`src/rtl/dma_agen_pkg.sv`:
```
// Shared types and the page index mapping for the DMA address generator.
// Assumes eight page slots and a 3-bit page port index.
package dma_agen_pkg;

    typedef enum logic [1:0] {
        XFER_CHECK    = 2'b00,
        XFER_TO_MEM   = 2'b01,
        XFER_FROM_MEM = 2'b10,
        XFER_UNUSED   = 2'b11
    } xfer_e;

    // Storage slot selected by a page port index.
    function automatic logic [2:0] page_slot(input logic [2:0] idx);
        case (idx)
            3'd7:    page_slot = 3'd0;
            3'd3:    page_slot = 3'd1;
            3'd1:    page_slot = 3'd2;
            3'd2:    page_slot = 3'd3;
            3'd0:    page_slot = 3'd4;
            3'd4:    page_slot = 3'd5;
            3'd5:    page_slot = 3'd6;
            default: page_slot = 3'd7;
        endcase
    endfunction

endpackage

```
`src/rtl/dma_agen_page_store.sv`:
```
// Eight page bytes behind a scrambled index-to-slot mapping.
// The bus side reads and writes through the mapping.
// Channel n reads slot n directly. Assumes NCH <= 8.
module dma_agen_page_store
    import dma_agen_pkg::*;
#(
    parameter int PW  = 8,
    parameter int NCH = 4
) (
    input  logic                clk,
    input  logic                rst_n,
    input  logic                we,
    input  logic [2:0]          idx,
    input  logic [PW-1:0]       wdata,
    output logic [PW-1:0]       rdata,
    output logic [NCH*PW-1:0]   chan_page
);
    localparam int NSLOT = 8;

    logic [PW-1:0] slot_q [NSLOT];
    logic [2:0]    sel;

    // Index remap shared by read and write.
    always_comb sel = page_slot(idx);

    // Slot storage with synchronous clear.
    always_ff @(posedge clk) begin
        if (!rst_n) begin
            for (int i = 0; i < NSLOT; i++) slot_q[i] <= '0;
        end else if (we) begin
            slot_q[sel] <= wdata;
        end
    end

    // Bus read port.
    always_comb rdata = slot_q[sel];

    // Direct slot-per-channel taps.
    for (genvar c = 0; c < NCH; c++) begin : g_tap
        assign chan_page[c*PW +: PW] = slot_q[c];
    end

    // a write lands in the mapped slot.
    a_r8_write_lands: assert property (@(posedge clk) disable iff (!rst_n)
        we |=> slot_q[$past(sel)] == $past(wdata));

endmodule

```
`src/rtl/dma_agen_channel.sv`:
```
// State of one DMA channel: address, count, kind, direction of stepping,
// mask and terminal-count. It decides acceptance for a request,
// combinationally, and steps its state on an accepted hit.
// A load takes priority over any other update in the same cycle.
module dma_agen_channel
    import dma_agen_pkg::*;
#(
    parameter int AW = 16
) (
    input  logic          clk,
    input  logic          rst_n,
    input  logic          ld_en,
    input  logic [AW-1:0] ld_addr,
    input  logic [AW-1:0] ld_count,
    input  xfer_e         ld_kind,
    input  logic          ld_down,
    input  logic          ld_mask,
    input  logic          hit,
    input  logic          to_mem,
    input  logic          done_i,
    output logic          grant,
    output logic [AW-1:0] cur_addr,
    output logic          eop_next
);
    logic [AW-1:0] addr_q, count_q, count_dec;
    xfer_e         kind_q;
    logic          down_q, mask_q, tc_q, wrap;

    // Acceptance: unmasked and kind matches direction.
    always_comb begin
        grant = !mask_q &&
                ((kind_q == XFER_TO_MEM && to_mem) ||
                 (kind_q == XFER_FROM_MEM && !to_mem));
    end

    // Count after this access and the completion transition it causes.
    always_comb begin
        count_dec = count_q - AW'(1);
        wrap      = (count_dec == {AW{1'b1}});
        eop_next  = !tc_q && wrap;
        cur_addr  = addr_q;
    end

    // Channel state register.
    always_ff @(posedge clk) begin
        if (!rst_n) begin
            addr_q  <= '0;
            count_q <= '0;
            kind_q  <= XFER_CHECK;
            down_q  <= 1'b0;
            mask_q  <= 1'b1;
            tc_q    <= 1'b0;
        end else if (ld_en) begin
            addr_q  <= ld_addr;
            count_q <= ld_count;
            kind_q  <= ld_kind;
            down_q  <= ld_down;
            mask_q  <= ld_mask;
            tc_q    <= 1'b0;
        end else begin
            if (hit && grant) begin
                addr_q  <= down_q ? addr_q - AW'(1) : addr_q + AW'(1);
                count_q <= count_dec;
            end
            if ((hit && grant && wrap) || done_i) tc_q <= 1'b1;
        end
    end

    // a rejected hit leaves address and count alone.
    a_r1_reject_holds: assert property (@(posedge clk) disable iff (!rst_n)
        (hit && !grant && !ld_en) |=> ($stable(addr_q) && $stable(count_q)));

    // accepted hit steps the address by one in the chosen direction.
    a_r4_addr_step: assert property (@(posedge clk) disable iff (!rst_n)
        (hit && grant && !ld_en) |=>
        (addr_q == ($past(down_q) ? $past(addr_q) - AW'(1) : $past(addr_q) + AW'(1))));

    // terminal-count is sticky until a load.
    a_r5_tc_sticky: assert property (@(posedge clk) disable iff (!rst_n)
        (tc_q && !ld_en) |=> tc_q);

    // forced completion sets terminal-count.
    a_r9_done_sets: assert property (@(posedge clk) disable iff (!rst_n)
        (done_i && !ld_en) |=> tc_q);

endmodule

```
`src/rtl/dma_agen.sv`:
```
// DMA transfer address generator top. It routes a request to its channel,
// registers the accept/reject result, the 24-bit physical address and the
// end-of-process marker one cycle later, and hosts the page byte store.
// Assumes req_valid is a single-cycle strobe.
module dma_agen
    import dma_agen_pkg::*;
#(
    parameter int NCH = 4,
    parameter int AW  = 16,
    parameter int PW  = 8
) (
    input  logic                     clk,
    input  logic                     rst_n,
    input  logic                     req_valid,
    input  logic [$clog2(NCH)-1:0]   req_chan,
    input  logic                     req_to_mem,
    output logic                     rsp_valid,
    output logic                     rsp_accept,
    output logic [PW+AW-1:0]         rsp_addr,
    output logic                     rsp_eop,
    input  logic                     ld_valid,
    input  logic [$clog2(NCH)-1:0]   ld_chan,
    input  logic [AW-1:0]            ld_addr,
    input  logic [AW-1:0]            ld_count,
    input  logic [1:0]               ld_kind,
    input  logic                     ld_down,
    input  logic                     ld_mask,
    input  logic [NCH-1:0]           done_set,
    input  logic                     pg_we,
    input  logic [2:0]               pg_idx,
    input  logic [PW-1:0]            pg_wdata,
    output logic [PW-1:0]            pg_rdata
);
    localparam int PA = PW + AW;

    logic [NCH-1:0]    grant_v, eop_v;
    logic [AW-1:0]     addr_v [NCH];
    logic [NCH*PW-1:0] chan_page;

    dma_agen_page_store #(.PW(PW), .NCH(NCH)) u_pages (
        .clk       (clk),
        .rst_n     (rst_n),
        .we        (pg_we),
        .idx       (pg_idx),
        .wdata     (pg_wdata),
        .rdata     (pg_rdata),
        .chan_page (chan_page)
    );

    for (genvar c = 0; c < NCH; c++) begin : g_ch
        dma_agen_channel #(.AW(AW)) u_ch (
            .clk      (clk),
            .rst_n    (rst_n),
            .ld_en    (ld_valid && (ld_chan == c)),
            .ld_addr  (ld_addr),
            .ld_count (ld_count),
            .ld_kind  (xfer_e'(ld_kind)),
            .ld_down  (ld_down),
            .ld_mask  (ld_mask),
            .hit      (req_valid && (req_chan == c)),
            .to_mem   (req_to_mem),
            .done_i   (done_set[c]),
            .grant    (grant_v[c]),
            .cur_addr (addr_v[c]),
            .eop_next (eop_v[c])
        );
    end

    // Registered response for the strobed channel.
    always_ff @(posedge clk) begin
        if (!rst_n) begin
            rsp_valid  <= 1'b0;
            rsp_accept <= 1'b0;
            rsp_addr   <= '0;
            rsp_eop    <= 1'b0;
        end else begin
            rsp_valid  <= req_valid;
            rsp_accept <= req_valid && grant_v[req_chan];
            rsp_eop    <= req_valid && grant_v[req_chan] && eop_v[req_chan];
            if (req_valid && grant_v[req_chan])
                rsp_addr <= {chan_page[req_chan*PW +: PW], addr_v[req_chan]};
            else
                rsp_addr <= '0;
        end
    end

    // one response per strobe, none without.
    a_r3_resp_follows: assert property (@(posedge clk) disable iff (!rst_n)
        req_valid |=> rsp_valid);
    a_r3_no_spurious: assert property (@(posedge clk) disable iff (!rst_n)
        !req_valid |=> !rsp_valid);

    // end-of-process only with acceptance.
    a_r6_eop_accepted: assert property (@(posedge clk) disable iff (!rst_n)
        rsp_eop |-> (rsp_valid && rsp_accept));

    // a rejection carries a zero address.
    a_r3_reject_zero: assert property (@(posedge clk) disable iff (!rst_n)
        (rsp_valid && !rsp_accept) |-> (rsp_addr == PA'(0)));

endmodule

```
`config.mk`:
```
export PLATFORM = sky130hd
export DESIGN_NAME = dma_agen
export DESIGN_NICKNAME = d
export VERILOG_FILES = /design/src/rtl/dma_agen_pkg.sv /design/src/rtl/dma_agen_page_store.sv /design/src/rtl/dma_agen_channel.sv /design/src/rtl/dma_agen.sv
export SDC_FILE = /design/constraint.sdc
export NUM_CORES = 1
export LEC_CHECK = 0
export ABC_CLOCK_PERIOD_IN_PS = 8260
export BUFFER_PORTS_ARGS = -buffer_cell sky130_fd_sc_hd__buf_2
export CORE_MARGIN = 4
export CORE_UTILIZATION = 35
export DETAILED_ROUTE_END_ITERATION = 16
export MAX_ROUTING_LAYER = met4
export PLACE_DENSITY_LB_ADDON = 0.1
export SLEW_MARGIN = 20
export SYNTH_ARGS = -nofsm -noshare
export SYNTH_HDL_FRONTEND = slang
export SYNTH_SLANG_ARGS = --single-unit
```
`constraint.sdc`:
```
create_clock -name clk -period 8.26 [get_ports clk]
set_clock_uncertainty 0.15 [all_clocks]
set_input_delay 2.478 -clock clk [delete_from_list [all_inputs] [get_ports clk]]
set_output_delay 2.478 -clock clk [all_outputs]
set_load 0.02 [all_outputs]
```
**Word level (Yosys, flattened, before mapping)**

Memories as Yosys holds them, arrays and structs flattened.
Index checks and enable logic that the tools add are counted.
Widths: inputs -> output; s select.

- Register bits: 175
- Memory bits (writable): 64
- Bits of input ports: 61
- Output and inout port bits: 35
- Word-level logic and storage cells: 169
- Memories kept: 1

- $add $sub $neg: 12
- $lt $le $gt $ge: 2
- Eq/ne operators: 24
- Shift operators: 1
- Multiplexer cells: 35
- Bitwise gates (word level): 2
- Reduce and logical (&&, ||, !) cells: 64

Memories:

| memory | depth | width | rd ports | clocked after Yosys merged registers in | write ports | RTL line | text |
|---|---|---|---|---|---|---|---|
| u_pages.slot_q | 8 | 8 | 5 | 0 | 8 | dma_agen_page_store.sv:20 | `logic [PW-1:0] slot_q [NSLOT];` |

Operator list:

| operator | number |
|---|---|
| $mux 16 | 22 |
| $sub 16x1->16 const B | 8 |
| $add 16x1->16 const B | 4 |
| $eq 16x16->1 const B | 4 |
| $logic_and 1x1->1 | 34 |
| $bmux 16 s2 | 1 |
| $shiftx 32x6->8 | 1 |
| $pmux 3 s7 | 1 |
| $eq 2x2->1 const B | 8 |
| $eq 2x1->1 const B | 6 |
| $eq 3x3->1 const B | 3 |
| $logic_not 1->1 | 9 |
| $logic_or 1x1->1 | 8 |
| $mux 8 | 1 |
| $reduce_bool 2->1 | 4 |
| $reduce_or 2->1 | 4 |
| $reduce_or 8->1 | 1 |
| $mux 1 | 7 |
| $eq 3x2->1 const B | 2 |
| $bmux 1 s2 | 2 |
| $logic_not 2->1 | 2 |
| $eq 3x1->1 const B | 1 |
| $ge 3x3->1 const B | 1 |
| $logic_not 3->1 | 1 |
| 5 further kinds | 5 |

**Depth between registers and ports, before layout**

- Depth in word-level cells: 8
- Depth in mapped cells: 10
- Mapped depth without buffers: 10

**Modules after synthesis**

A second synthesis with hierarchy kept.

- Cells, all modules: 1782
- Area total of the unflattened synthesis: 15675.0 µm²

By module, submodules not included:

| module | instances | cells each | area each (µm²) | sequential area each (µm²) |
|---|---|---|---|---|
| dma_agen_channel (g_ch[2].u_ch ...) | 2 | 345 | 2690.1 | 740.7 |
| dma_agen_page_store | 1 | 241 | 3134.3 | 1921.8 |
| dma_agen_channel (g_ch[1].u_ch) | 1 | 382 | 2849.0 | 740.7 |
| dma_agen_channel (g_ch[0].u_ch) | 1 | 367 | 2820.2 | 740.7 |
| dma_agen | 1 | 102 | 1491.4 | 540.5 |

**Worst setup path after synthesis**

No wires, ideal clock.

- Kind: input to output
- Start point: input pg_idx[0]
- End point: output pg_rdata[1]
- Data arrival time: 4.503 ns
- Required time: 5.632 ns
- Path slack: 1.129 ns
- Cell stages on the path: 6
- Path buffers: 2
- Cells stage by stage: inv_1 -> mux2i_1 -> clkbuf_1 -> clkbuf_1 -> mux4_2 -> mux2_2

- Cells in the longest elaborated chain, start to end: 3
- Elaborated cells between the ends (all ways): 9
- Those cells by class: 6 x eq/ne; 1 x mux; 1 x reduce/logical; 1 x memory

RTL lines:

| element | RTL line | text |
|---|---|---|
| from (decl) | dma_agen.sv:30 | `input logic [2:0] pg_idx,` |
| $eq 3x3->1 (tied with other cells) | dma_agen_pkg.sv:14 | `case (idx)` |
| $pmux 3 s7 * | dma_agen_pkg.sv:14 |  |
| $mem_v2 8x8 * | - |  |
| to (decl) | dma_agen.sv:32 | `output logic [PW-1:0] pg_rdata` |

Every way passes the cells marked *; elsewhere a longest branch is shown, timed or not.

**Worst setup path after layout**

- Start point: input pg_idx[0]
- End point: output pg_rdata[4]

The elaborated chain is that of the path after synthesis.

==> impl_metrics.py <==
metrics = {
    "synthesis": {
        "yosysUniqueCellTypes": 72,
        "syn-num-nets": 1768,
        "synth_area_sq_mm": 0.0147,
        "ys.flop_type": "dfxtp_1",
        "synth_edf_count": 64,
        "synth_area_per_cell_sq_um": 8.98,
        "ys_ff_latch": 239,
        "ys_seq_area_share_pct": 36.9,
        "netlist_instances": 1636,
        "synthArstFlopShare_pct": 0,
        "yosysWarnings": 0,
    },
    "route": {
        "vias": 12600,
        "via_per_inst": 5.60,
        "drtAntennaViolNets": 0,
        "wirelength_mm": 46.9,
        "dr.pass1.iters": 5,
        "first_iter_violations": 870,
        "post_drt_wl_per_cell_um": 20.9,
        "drc_errors": 0,
    },
    "sta": {
        "slew_viol_final": 0,
        "hold_viol": 0,
        "max_slew.worst_pin.slew_ns": 1.00,
        "rsz0062_at_grt": "no",
        "finalCritPeriodShare_pct": 86.6,
        "max_freq_ghz": 0.140,
        "slew_headroom_pct": 32.8,
        "final.min_clock_period_ns": 7.15,
        "fin_setup_tns_ns": 0,
        "setup_violations": 0,
    },
    "critical_path": {
        "cp_max_fo": 14,
        "cp_top_family": "multiplexers",
        "worst_setup_path_start_kind": "primary input",
        "cp_data_arrival_time_ns": 4.52,
        "rr_worst_depth": 10,
        "path_common_cell": "buf_2",
        "required_ns": 5.63,
        "crit_buf_inv": 3,
        "end_kind": "output pin",
        "critical_path.cell_chain": "buf_2 -> inv_1 -> ha_1 -> mux4_2 -> mux2_2 -> buf_2",
        "cp_slowest_stage_delay_ns": 0.78,
        "critPathKind": "primary input to output pin",
        "crit_slowest_cell": "ha_1",
        "worst-path-stages": 6,
    },
    "clock_tree": {
        "cts_sinks": 239,
        "cts_tree": "done",
        "root_buffer": "clkbuf_16",
        "cts_buffer_depth": 3,
        "clock_latency_ns": 0.58,
        "h-tree-depth": 1,
        "post_cts_buffers": 0,
        "path_clk_slew_ns": 0.06,
        "hold_buffers": 0,
        "cts_resized": 0,
        "cts_buffers": 31,
    },
    "pwr": {
        "peakVddDrop_mv": 0.163,
        "leakage_nw": 6.40,
        "cellPowerDensity_mw_per_mm2": 189,
        "finalPower_mw": 3.15,
    },
    "floorplanning": {
        "num_rows": 74,
        "initial_core_util_pct": 35.7,
        "io-pin-count": 96,
        "coreArea_sq_mm": 0.0411,
        "die_x_um": 213,
        "die_h_um": 213,
        "dieArea_sq_mm": 0.0453,
    },
    "finish": {
        "layout_common_cells": "dfxtp_1 (175), nand2_1 (169), nor2_1 (154)",
        "area_delta_synth_final_pct": 13.5,
        "drive_gt1_share_pct": 13.7,
        "fin_util_pct": 40.5,
        "diodes": 0,
        "layout_commonest_cell": "dfxtp_1",
        "finish.instance_area_sq_mm": 0.0167,
        "fin_nets": 1817,
    },
    "global_routing": {
        "first_global_vias": 12000,
        "grt_pass1_wl_mm": 72.6,
        "antenna_found_initial": 0,
        "grt_overflow": 0,
        "grt_max_degree": 71,
        "grt_use_total_pct": 21.0,
    },
    "status": {
        "status": "finished, final reports clean",
    },
    "placed_design": {
        "detailed_place.area_sq_mm": 0.0156,
        "port-buffer-count": 95,
        "hpwl_mm": 33.4,
        "routabilityCongestion": 0.883,
    },
    "hold_path": {
        "min_path_cells": 2,
        "min_path_type": "register to register",
    },
    "flow_run": {
        "cap_viol_max_count": 0,
    },
}
-- layer usage --
metal	wire, um	up-vias	GRT usage [%]
met3	2500	58	2.67
li1	-	6110	-
met1	23000	6084	31.0
met4	924	0	3.95
met2	20400	298	31.3
met5	0	-	-
-- sequential cells by signal, summed over array words and instances (netlist names) --
register / flops
u_pages.slot_q: 64
g_ch.u_ch.tc_q: 4
g_ch.u_ch.kind_q: 8
rsp_addr: 24
g_ch.u_ch.mask_q: 4
rsp_eop: 1
g_ch.u_ch.cur_addr: 64
rsp_valid: 1
g_ch.u_ch.down_q: 4
g_ch.u_ch.count_q: 64
rsp_accept: 1
-- power breakdown --
group | internal (mW) | switching (mW)
logic | 0.181 | 0.253
clock network | 0.833 | 0.562
registers | 1.26 | 0.0646
-- cells by family after synthesis --
family,synth area share [%]
AOI/OAI and AO/OA,17.0
xor gates and xnor gates,6.98
adders and majority gates,6.25
buffers and inverters,3.61
DFF,36.9
muxes,7.32
and+or+nand+nor,21.9
-- worst min-delay path: stages, from the launching register on --
cell	delay, ns
dfxtp_1	0.31
nand2_1	0.05
a21oi_1	0.05
-- final timing paths --
check,from,endpoint,slack (ns)
setup / recovery,pg_idx[0],pg_rdata[4],1.11
hold / removal,g_ch[1].u_ch.kind_q[1],g_ch[1].u_ch.kind_q[1],0.31
setup reg to reg,g_ch[3].u_ch.down_q,g_ch[3].u_ch.cur_addr[14],4.74
hold reg to reg,g_ch[1].u_ch.kind_q[1],g_ch[1].u_ch.kind_q[1],0.31
-- synthesized netlist by cell type (9+ instances only) --
cell type  number  share of area [%]
o21ai_0        61                2.1
inv_1          41                1.0
dfxtp_1       175                 24
o31ai_1        10               0.51
nand3_1        48                1.6
or3_1          22               0.94
nor4_1         13               0.55
xnor2_1        72                4.3
nand4_1        12               0.51
nand2_1       169                4.3
a21o_1         14               0.72
a31oi_1        22               0.94
nor2b_1        16               0.68
xor2_1         45                2.7
ha_1           67                5.7
a311oi_1       31                1.8
and2_1         69                2.9
clkbuf_1       88                2.2
nand2b_1       13               0.55
edfxtp_1       64                 13
o211ai_1       13               0.66
nor2_1        154                3.9
mux2_2          9               0.69
mux4_2         41                6.3
a21oi_1        81                2.8
nor3_1         47                1.6
and3_1         35                1.5
a211oi_1       69                3.5
-- layout make-up --
cell class,count,area [sq um]
Fill cell,4189,24400
Multi-Input combinational cell,1257,8760
Sequential cell,239,5430
Clock buffer,42,877
Tap cell,532,666
Timing Repair Buffer,114,618
Clock inverter,16,164
Inverter,42,160
-- stage by stage --
step	hold WS [ns]	cells	setup slack, ns
CTS	0.314	2242	1.08
finish	0.315	2242	1.11
floorplan	0.289	1636	1.13
global route	0.336	2242	0.981
global placement	0.297	2184	1.15
detailed placement	0.306	2184	1.08
No activity file was read; power rests on OpenSTA's default activity.
